`src/rtl/sfr_pkg.sv`:
```
`timescale 1ns/1ps
package sfr_pkg;
    typedef enum logic [2:0] {
        ST_IDLE,
        ST_CMD,
        ST_DUMMY,
        ST_DATA,
        ST_GAP
    } sfr_state_e;

    localparam int GAP_HALVES = 4;
endpackage

```
`src/rtl/sfr_tick.sv`:
```
`timescale 1ns/1ps
module sfr_tick #(
    parameter int DIV_W = 8
) (
    input  logic             clk,
    input  logic             rst_n,
    input  logic             en,
    input  logic             clr,
    input  logic [DIV_W-1:0] half,
    output logic             tick
);
    logic [DIV_W-1:0] cnt_d, cnt_q;

    always_comb begin
        cnt_d = cnt_q;
        tick  = 1'b0;
        if (clr) begin
            cnt_d = '0;
        end else if (en) begin
            if (cnt_q >= half) begin
                tick  = 1'b1;
                cnt_d = '0;
            end else begin
                cnt_d = cnt_q + 1'b1;
            end
        end
    end

    always_ff @(posedge clk or negedge rst_n) begin
        if (!rst_n) cnt_q <= '0;
        else        cnt_q <= cnt_d;
    end
endmodule

```
`src/rtl/sfr_rxbyte.sv`:
```
`timescale 1ns/1ps
module sfr_rxbyte #(
    parameter int W = 8
) (
    input  logic         clk,
    input  logic         rst_n,
    input  logic         clr,
    input  logic         sample,
    input  logic         bit_in,
    output logic [W-1:0] data,
    output logic         done,
    output logic         boundary
);
    localparam int CW = $clog2(W);

    typedef struct packed {
        logic [W-2:0] sh;
        logic [CW-1:0] cnt;
    } rx_t;

    rx_t r_d, r_q;

    assign data     = {r_q.sh, bit_in};
    assign done     = sample && (r_q.cnt == CW'(W-1));
    assign boundary = (r_q.cnt == '0);

    always_comb begin
        r_d = r_q;
        if (clr) begin
            r_d.cnt = '0;
        end else if (sample) begin
            r_d.sh  = {r_q.sh[W-3:0], bit_in};
            r_d.cnt = done ? '0 : r_q.cnt + 1'b1;
        end
    end

    always_ff @(posedge clk or negedge rst_n) begin
        if (!rst_n) r_q <= '0;
        else        r_q <= r_d;
    end
endmodule

```
`src/rtl/sflash_stream_reader.sv`:
```
`timescale 1ns/1ps
module sflash_stream_reader #(
    parameter int          PAGE_W     = 13,
    parameter int          COL_W      = 10,
    parameter int          ADDR_W     = 24,
    parameter int          DIV_W      = 8,
    parameter int          DUMMY_CLKS = 32,
    parameter logic [7:0]  OPCODE     = 8'hE8
) (
    input  logic              clk,
    input  logic              rst_n,
    input  logic [DIV_W-1:0]  i_sck_half,
    input  logic              i_start,
    input  logic [PAGE_W-1:0] i_page,
    input  logic [COL_W-1:0]  i_col,
    input  logic              i_stop,
    output logic              o_busy,
    output logic              o_cs_n,
    output logic              o_sck,
    output logic              o_si,
    input  logic              i_so,
    output logic [7:0]        o_data,
    output logic              o_valid,
    input  logic              i_ready
);
    import sfr_pkg::*;

    localparam int CMD_BITS = 8 + ADDR_W;
    localparam int RSV_W    = ADDR_W - PAGE_W - COL_W;
    localparam int CNT_MAX  = (CMD_BITS > DUMMY_CLKS) ? CMD_BITS : DUMMY_CLKS;
    localparam int CNT_W    = $clog2(CNT_MAX);

    typedef struct packed {
        sfr_state_e          st;
        logic                cs_n;
        logic                sck;
        logic [CMD_BITS-1:0] sh;
        logic [CNT_W-1:0]    cnt;
        logic                stop;
        logic [7:0]          dat;
        logic                pend;
    } regs_t;

    regs_t r_d, r_q;

    logic       tick, rise, fall;
    logic       rx_done, rx_boundary;
    logic [7:0] rx_data;

    assign rise = tick && !r_q.sck;
    assign fall = tick &&  r_q.sck;

    sfr_tick #(.DIV_W(DIV_W)) u_tick (
        .clk  (clk),
        .rst_n(rst_n),
        .en   ((r_q.st != ST_IDLE) && !r_q.pend),
        .clr  (r_q.st == ST_IDLE),
        .half (i_sck_half),
        .tick (tick)
    );

    sfr_rxbyte #(.W(8)) u_rx (
        .clk     (clk),
        .rst_n   (rst_n),
        .clr     (r_q.st != ST_DATA),
        .sample  (rise && (r_q.st == ST_DATA)),
        .bit_in  (i_so),
        .data    (rx_data),
        .done    (rx_done),
        .boundary(rx_boundary)
    );

    always_comb begin
        r_d = r_q;
        if (r_q.pend && i_ready) r_d.pend = 1'b0;
        if (i_stop && (r_q.st inside {ST_CMD, ST_DUMMY, ST_DATA})) r_d.stop = 1'b1;

        unique case (r_q.st)
            ST_IDLE: begin
                if (i_start) begin
                    r_d.st   = ST_CMD;
                    r_d.cs_n = 1'b0;
                    r_d.sck  = 1'b0;
                    r_d.cnt  = '0;
                    r_d.stop = 1'b0;
                    r_d.sh   = {OPCODE, RSV_W'(0), i_page, i_col};
                end
            end
            ST_CMD: begin
                if (rise) begin
                    r_d.sck = 1'b1;
                end else if (fall) begin
                    r_d.sck = 1'b0;
                    r_d.sh  = r_q.sh << 1;
                    if (r_q.cnt == CNT_W'(CMD_BITS-1)) begin
                        r_d.st  = ST_DUMMY;
                        r_d.cnt = '0;
                    end else begin
                        r_d.cnt = r_q.cnt + 1'b1;
                    end
                end
            end
            ST_DUMMY: begin
                if (rise) begin
                    r_d.sck = 1'b1;
                end else if (fall) begin
                    r_d.sck = 1'b0;
                    if (r_q.cnt == CNT_W'(DUMMY_CLKS-1)) begin
                        r_d.st  = ST_DATA;
                        r_d.cnt = '0;
                    end else begin
                        r_d.cnt = r_q.cnt + 1'b1;
                    end
                end
            end
            ST_DATA: begin
                if (rise) begin
                    r_d.sck = 1'b1;
                    if (rx_done) begin
                        r_d.pend = 1'b1;
                        r_d.dat  = rx_data;
                    end
                end else if (fall) begin
                    r_d.sck = 1'b0;
                    if (r_q.stop && rx_boundary) begin
                        r_d.st   = ST_GAP;
                        r_d.cs_n = 1'b1;
                        r_d.cnt  = '0;
                    end
                end
            end
            ST_GAP: begin
                if (tick) begin
                    if (r_q.cnt == CNT_W'(GAP_HALVES-1)) r_d.st = ST_IDLE;
                    else                                  r_d.cnt = r_q.cnt + 1'b1;
                end
            end
            default: r_d.st = ST_IDLE;
        endcase
    end

    always_ff @(posedge clk or negedge rst_n) begin
        if (!rst_n) begin
            r_q      <= '0;
            r_q.st   <= ST_IDLE;
            r_q.cs_n <= 1'b1;
        end else begin
            r_q <= r_d;
        end
    end

    assign o_busy  = (r_q.st != ST_IDLE);
    assign o_cs_n  = r_q.cs_n;
    assign o_sck   = r_q.sck;
    assign o_si    = r_q.sh[CMD_BITS-1];
    assign o_data  = r_q.dat;
    assign o_valid = r_q.pend;
endmodule

```
`config.mk`:
```
export PLATFORM = sky130hd
export DESIGN_NAME = sflash_stream_reader
export DESIGN_NICKNAME = d
export VERILOG_FILES = /design/src/rtl/sfr_pkg.sv /design/src/rtl/sfr_tick.sv /design/src/rtl/sfr_rxbyte.sv /design/src/rtl/sflash_stream_reader.sv
export SDC_FILE = /design/constraint.sdc
export NUM_CORES = 1
export LEC_CHECK = 0
export BUFFER_PORTS_ARGS = -buffer_cell sky130_fd_sc_hd__buf_2
export CAP_MARGIN = 30
export CELL_PAD_IN_SITES_DETAIL_PLACEMENT = 0
export CELL_PAD_IN_SITES_GLOBAL_PLACEMENT = 1
export CORE_MARGIN = 5
export CORE_UTILIZATION = 25
export CTS_CLUSTER_SIZE = 16
export DETAILED_ROUTE_END_ITERATION = 10
export PLACE_DENSITY = 0.51
export SLEW_MARGIN = 10
export SYNTH_ARGS = -nofsm -noshare
export SYNTH_HDL_FRONTEND = slang
export SYNTH_HIERARCHICAL = 1
export SYNTH_SLANG_ARGS = --single-unit
```
`constraint.sdc`:
```
create_clock -name clk -period 3.6 [get_ports clk]
set_clock_uncertainty 0.1 [all_clocks]
set_input_delay 0.72 -clock clk [delete_from_list [all_inputs] [get_ports clk]]
set_output_delay 0.72 -clock clk [all_outputs]
set_load 0.05 [all_outputs]
```
==> flow_summary.toml, run 1 <==
[setup_path]
cp_data_arrival_time_ns = 3.42
critPathMaxFanout = 5
crit_buf_inv = 2
worst_setup_path_end_kind = "flip-flop"
start_kind = "input pin"
rr_startpoint = "u_tick/cnt_q[2]$_DFFE_PN0P_"
path_cells = "buf_2 -> inv_1 -> ha_1 -> or3_1 -> a21oi_1 -> o31ai_1 -> and3_1 -> and3b_2 -> o22ai_1 -> or4b_4 -> or4_4 -> o211ai_2"
critical-path-top-delay-family = "simple AND/OR/NAND/NOR gates"
path_class = "input pin to flip-flop"
cp_slowest_cell = "or4b_4"
crit_required_ns = 3.76
startpoint = "i_sck_half[2]"
max_stage_delay_ns = 0.47
r2r_slack_ns = 0.38

[synth]
synth_top_flop_cell = "dfrtp_1"
yosysTopAreaCell = "dfrtp_1"
avgSynthCellArea_um2 = 9.70
synth-seq-cells = 70
seq_area_frac_synth_pct = 46.3
async_flop_share_pct = 100
synth_area_leaders = "dfrtp_1 (46%), o21ai_0 (5.7%), mux2_2 (4.8%), ha_1 (4.6%), nand2_1 (4.5%)"
syn_nets = 441
syn-cell-area_um2 = 3780
netlist.area_leader.share_pct = 45.6
synth_edf_count = 0
synthDistinctLibCells = 56
syn_inst = 390
yosys_warnings = 6

[placement]
dp_hpwl_mm = 5.76
port-buffer-count = 49
place_area_um2 = 4210
gp_congestion = 0.726
dp_cells = 605

[pwr]
total_power_mw = 2.50
ir_worst_vdd_v = 0.000216
power_density_nw_per_um2 = 550
p_leak_nw = 2.21

[clock_tree]
cts_hold_buf = 0
cts_buffers = 9
cts_buffer_depth = 2
htreeDepth = 3
clock-sinks = 70
clk_pin_slew_ns = 0.06
root_buffer = "clkbuf_16"
cts-resized-gates = 0
clk_latency_ns = 0.33
tritoncts = "built"
post_cts_buffers = 0

[timing]
fin_crit_sh_pct = 90.6
min_period_ns = 3.26
worst_pin_slew_ns = 0.825
max_freq_mhz = 307
fin_setup_tns_ns = 0
slew_violations = 0
setup_viol = 0
worst_slew_margin_rel_pct = 44.6
rsz0062_at_grt = "false"
hold_viol = 0

[global_routing]
grt_antenna_before_repair = 0
grt_overflow = 0
grt_pass1_wl_mm = 14.2
grt_usage_pct = 9.84
grt_pass1_vias = 2824
grt_start_max_net_pins = 65

[detailed_routing]
met3_length_um = 341
highest_layer = "met4"
wl_met1_mm = 4.20
wl_met2_mm = 3.72
wl_mm = 8.37
viasPerCell = 4.56
drtIter0Drc = 183
routedWlPerCell_um = 13.5
first_pass_iters = 4
ant_nets = 0
vias = 2838
route.detailed.drc = 0

[die]
die_area_um2 = 17700
die_height_um = 133
boundaryPins = 50
start_util_pct = 25.2
core_area_um2 = 15000
row_count = 45
die_w_um = 133

[layout]
instances_no_fill = 622
layout_commonest_cell = "dfrtp_1"
mostFrequentLayoutCells = "dfrtp_1 (69), buf_2 (49), nand2_1 (45), o21ai_0 (43), a21oi_1 (33)"
area_delta_synth_final_pct = 20.0
drive_gt1_share_pct = 27.0
final_area_um2 = 4540
fill_cells = 1571
diodes = 0
fin_nets = 480

[job]
max_cap_violations = 0

[worst_hold_path]
hold_path.class = "input pin to async pin"

[outcome]
outcome = "finished, final reports clean"
==> final timing paths <==
path | end | cells past startpoint
min in group clk | o_si$_DFFE_PN0P_ | 2
min reg2reg | o_si$_DFFE_PN0P_ | 2
max reg2reg | r_q[13]$_DFFE_PN0P_ | 10
min | o_si$_DFFE_PN0P_ | 1
max in group asynchronous | o_cs_n$_DFFE_PN1P_ | 2
max | r_q[13]$_DFFE_PN0P_ | 12
==> where the power goes <==
group	leakage (nW)	internal (mW)	total, mW	switching, mW
logic	1.10	0.275	0.587	0.312
clock network	0.152	0.574	0.910	0.337
registers	0.951	0.905	1.00	0.0950
==> area by class of cell <==
| class | count | area, µm² | area share [%] |
|---|---|---|---|
| clock buffer | 11 | 253 | 5.56 |
| clock inverter | 5 | 56.3 | 1.24 |
| inverter | 17 | 63.8 | 1.40 |
| multi-input combinational | 265 | 1760 | 38.7 |
| sequential | 70 | 1750 | 38.6 |
| tap | 188 | 235 | 5.18 |
| timing repair buffer | 66 | 423 | 9.31 |
==> state kept, by name, indices dropped and copies added (netlist names) <==
name / flops
u_rx/r_q: 3
o_si: 1
o_valid: 1
o_cs_n: 1
r_q: 40
u_rx/data: 7
o_sck: 1
u_tick/cnt_q: 8
o_data: 8
==> logic make-up (layout without fill, tap and decap cells) <==
kind of cell,count (synthesis),in the layout,synth area share (%)
simple gates,122,122,17.4
compound gates,107,107,17.6
flops,70,70,46.3
buf+inv,55,99,7.74
mux,19,19,5.59
fa+ha+maj,14,14,4.63
xor+xnor,3,3,0.694
==> metal layers <==
layer | GRT usage, % | up-vias
li1 | - | 1439
met1 | 13.6 | 1341
met2 | 14.9 | 47
met3 | 2.32 | 11
met4 | 3.64 | 0
met5 | 0 | -
==> metrics by stage <==
step	hold WS, ns	utilization (%)	setup WS, ns
detailed placement	0.369	28.0	-0.000741
floorplan	0.324	-	0.0996
CTS	0.382	30.1	0.350
global placement	0.362	28.0	0.0414
global route	0.127	30.2	0.239
finish	0.126	30.2	0.340
==> Yosys cell counts (6+ instances only) <==
cell      instances
ha_1             14
clkbuf_1         17
mux2_2           16
nor2_1           13
nand2_1          45
a21oi_1          33
inv_1            17
buf_4            16
and3_1           26
o21ai_0          43
dfrtp_1          69
nor2b_1           6
Power figures use the tool's default switching activity.
==> run 2: changes to the inputs <==
--- a/config.mk
+++ b/config.mk
@@ -7,3 +7,2 @@
 export LEC_CHECK = 0
-export BUFFER_PORTS_ARGS = -buffer_cell sky130_fd_sc_hd__buf_2
 export CAP_MARGIN = 30
@@ -15,3 +14,4 @@
 export DETAILED_ROUTE_END_ITERATION = 10
-export PLACE_DENSITY = 0.51
+export DONT_BUFFER_PORTS = 1
+export PLACE_DENSITY = 0.47
 export SLEW_MARGIN = 10
==> constraint.sdc (replaced) <==
create_clock -name clk -period 3.6 [get_ports clk]
set_clock_uncertainty 0.1 [all_clocks]
set_input_delay 0.54 -clock clk [delete_from_list [all_inputs] [get_ports clk]]
set_output_delay 0.54 -clock clk [all_outputs]
set_load 0.05 [all_outputs]
==> run 2 against run 1 <==
  * The flow now finishes with violations (negative hold slack)
  * Clock-buffer cell count unchanged
  * Power grew 3.8%
  * Critical path type is now flip-flop to flip-flop
  * Routed wire length up 0.69%
  * Cell area shrank 5.5%
  * Critical endpoint unchanged
==> flow_summary.toml, run 2 (synthesis results as in run 1) <==
[pwr]
power_density_nw_per_um2 = 604
ir_worst_vdd_v = 0.000214
p_leak_nw = 1.98

[global_routing]
grt_usage_pct = 10.1
grt_pass1_vias = 2728
grt_start_max_net_pins = 71
grt_overflow = 0
grt_antenna_before_repair = 1
grt_util_met1_pct = 13.2
grt_pass1_wl_mm = 14.1
grt-busiest-layer = "met2"
grt_use_met2_pct = 15.2
grtUsageMet3_pct = 3.08

[worst_hold_path]
hold_path.class = "input pin to async pin"

[timing]
hold_viol = 21
fin_setup_tns_ns = 0
hold_ws_ns = -0.00804
max_freq_mhz = 298
min_period_ns = 3.35
rsz0062_at_grt = "false"
slew_violations = 0
worst_slew_margin_rel_pct = 40.4
fin_crit_sh_pct = 93.1
worst_pin_slew_ns = 0.895
setup_viol = 0

[clock_tree]
cts_buffer_depth = 2
tritoncts = "built"
cts-resized-gates = 0
htreeDepth = 3
root_buffer = "clkbuf_16"
clock-sinks = 70
cts_buffers = 9
cts_hold_buf = 1
clk_pin_slew_ns = 0.06
post_cts_buffers = 0
clk_latency_ns = 0.33

[die]
start_util_pct = 25.2
die_height_um = 133
boundaryPins = 50
core_area_um2 = 15000
die_w_um = 133
die_area_um2 = 17700
row_count = 45

[placement]
gp_congestion = 0.680
place_area_um2 = 3910
dp_hpwl_mm = 5.65
port-buffer-count = 0

[setup_path]
cp_slowest_cell = "or4b_4"
worst_setup_path_end_kind = "flip-flop"
start_kind = "flip-flop"
critical-path-top-delay-family = "simple AND/OR/NAND/NOR gates"
crit_required_ns = 3.76
crit_buf_inv = 1
startpoint = "u_tick/cnt_q[3]$_DFFE_PN0P_"
path_cells = "ha_1 -> o21a_1 -> a21oi_1 -> o31ai_1 -> and3_1 -> inv_1 -> a32o_2 -> or4b_4 -> or4_4 -> o211ai_2"
critPathMaxFanout = 10
cp_data_arrival_time_ns = 3.51
path_class = "flip-flop to flip-flop"
rr_startpoint = "u_tick/cnt_q[3]$_DFFE_PN0P_"
max_stage_delay_ns = 0.60

[detailed_routing]
drtIter0Drc = 80
route.detailed.drc = 0
ant_nets = 0
routedWlPerCell_um = 14.8
vias = 2650
first_pass_iters = 4
viasPerCell = 4.66
wl_mm = 8.43

[layout]
drive_gt1_share_pct = 16.6
final_util_pct = 28.6
fin_nets = 426
area_delta_synth_final_pct = 13.4
largest_reg_flops = 40
fill_cells = 1578
top_register = "r_q"
final_area_um2 = 4290
layout_commonest_cell = "dfrtp_1"
mostFrequentLayoutCells = "dfrtp_1 (69), nand2_1 (45), o21ai_0 (43), a21oi_1 (33), and3_1 (26)"

[outcome]
violations = "negative hold slack"
outcome = "complete, but fails checks"

[job]
max_cap_violations = 0
-- run 2: report_power, final --
group	total (mW)	internal (mW)	leakage [nW]	switching (mW)
Combinational	0.521	0.242	0.862	0.279
Clock	1.06	0.714	0.168	0.343
Sequential	1.01	0.905	0.951	0.109
Total	2.59	1.86	1.98	0.731
-- run 2: worst register-to-register path: cells and delay by family (launching register included) --
kind                     cells  cell delay [ns]
AND/OR/NAND/NOR              3             1.41
buffers and inverters        1             0.10
adder cells (fa/ha/maj)      1             0.30
flip-flops                   1             0.43
AO/OA/AOI/OAI                5             0.95
-- run 2: through the flow --
stage	setup slack (ns)	std cells	hold WS, ns	power (mW)
after global routing	0.0720	569	0.0000617	2.76
after detailed placement	0.120	551	0.149	1.54
after CTS	0.244	568	0.00212	2.64
after global placement	0.168	551	0.149	1.53
after floorplan	0.280	390	0.144	1.43
final	0.249	569	-0.00804	2.59
-- run 2: path summary, 6_finish.rpt --
| check | to | slack, ns | cells after the start |
|---|---|---|---|
| max reg2reg | r_q[13]$_DFFE_PN0P_ | 0.25 | 10 |
| min reg2reg | r_q[45]$_DFFE_PN0P_ | 0.38 | 2 |
| max in group asynchronous | r_q[17]$_DFFE_PN0P_ | 3.10 | 1 |
| min | r_q[9]$_DFF_PN0_ | -0.008 | 1 |
| min in group clk | o_valid$_DFF_PN0_ | 0.20 | 1 |
| max | r_q[13]$_DFFE_PN0P_ | 0.25 | 10 |
-- run 2: final cells by class --
cell class                 instances  area [µm²]  share of cell area [%]
tap                              188         235                    5.48
sequential                        70        1750                    40.8
antenna                            1        2.50                  0.0583
timing repair buffer              12         123                    2.86
inverter                          17        63.8                    1.49
clock inverter                     5         105                    2.45
clock buffer                      11         253                    5.89
multi-input combinational        265        1760                    41.0
-- run 2: routing by layer --
layer | routed length, µm | vias up
li1 | - | 1332
met2 | 3760 | 43
met1 | 4150 | 1263
met4 | 169 | 0
met5 | 0 | -
met3 | 342 | 12
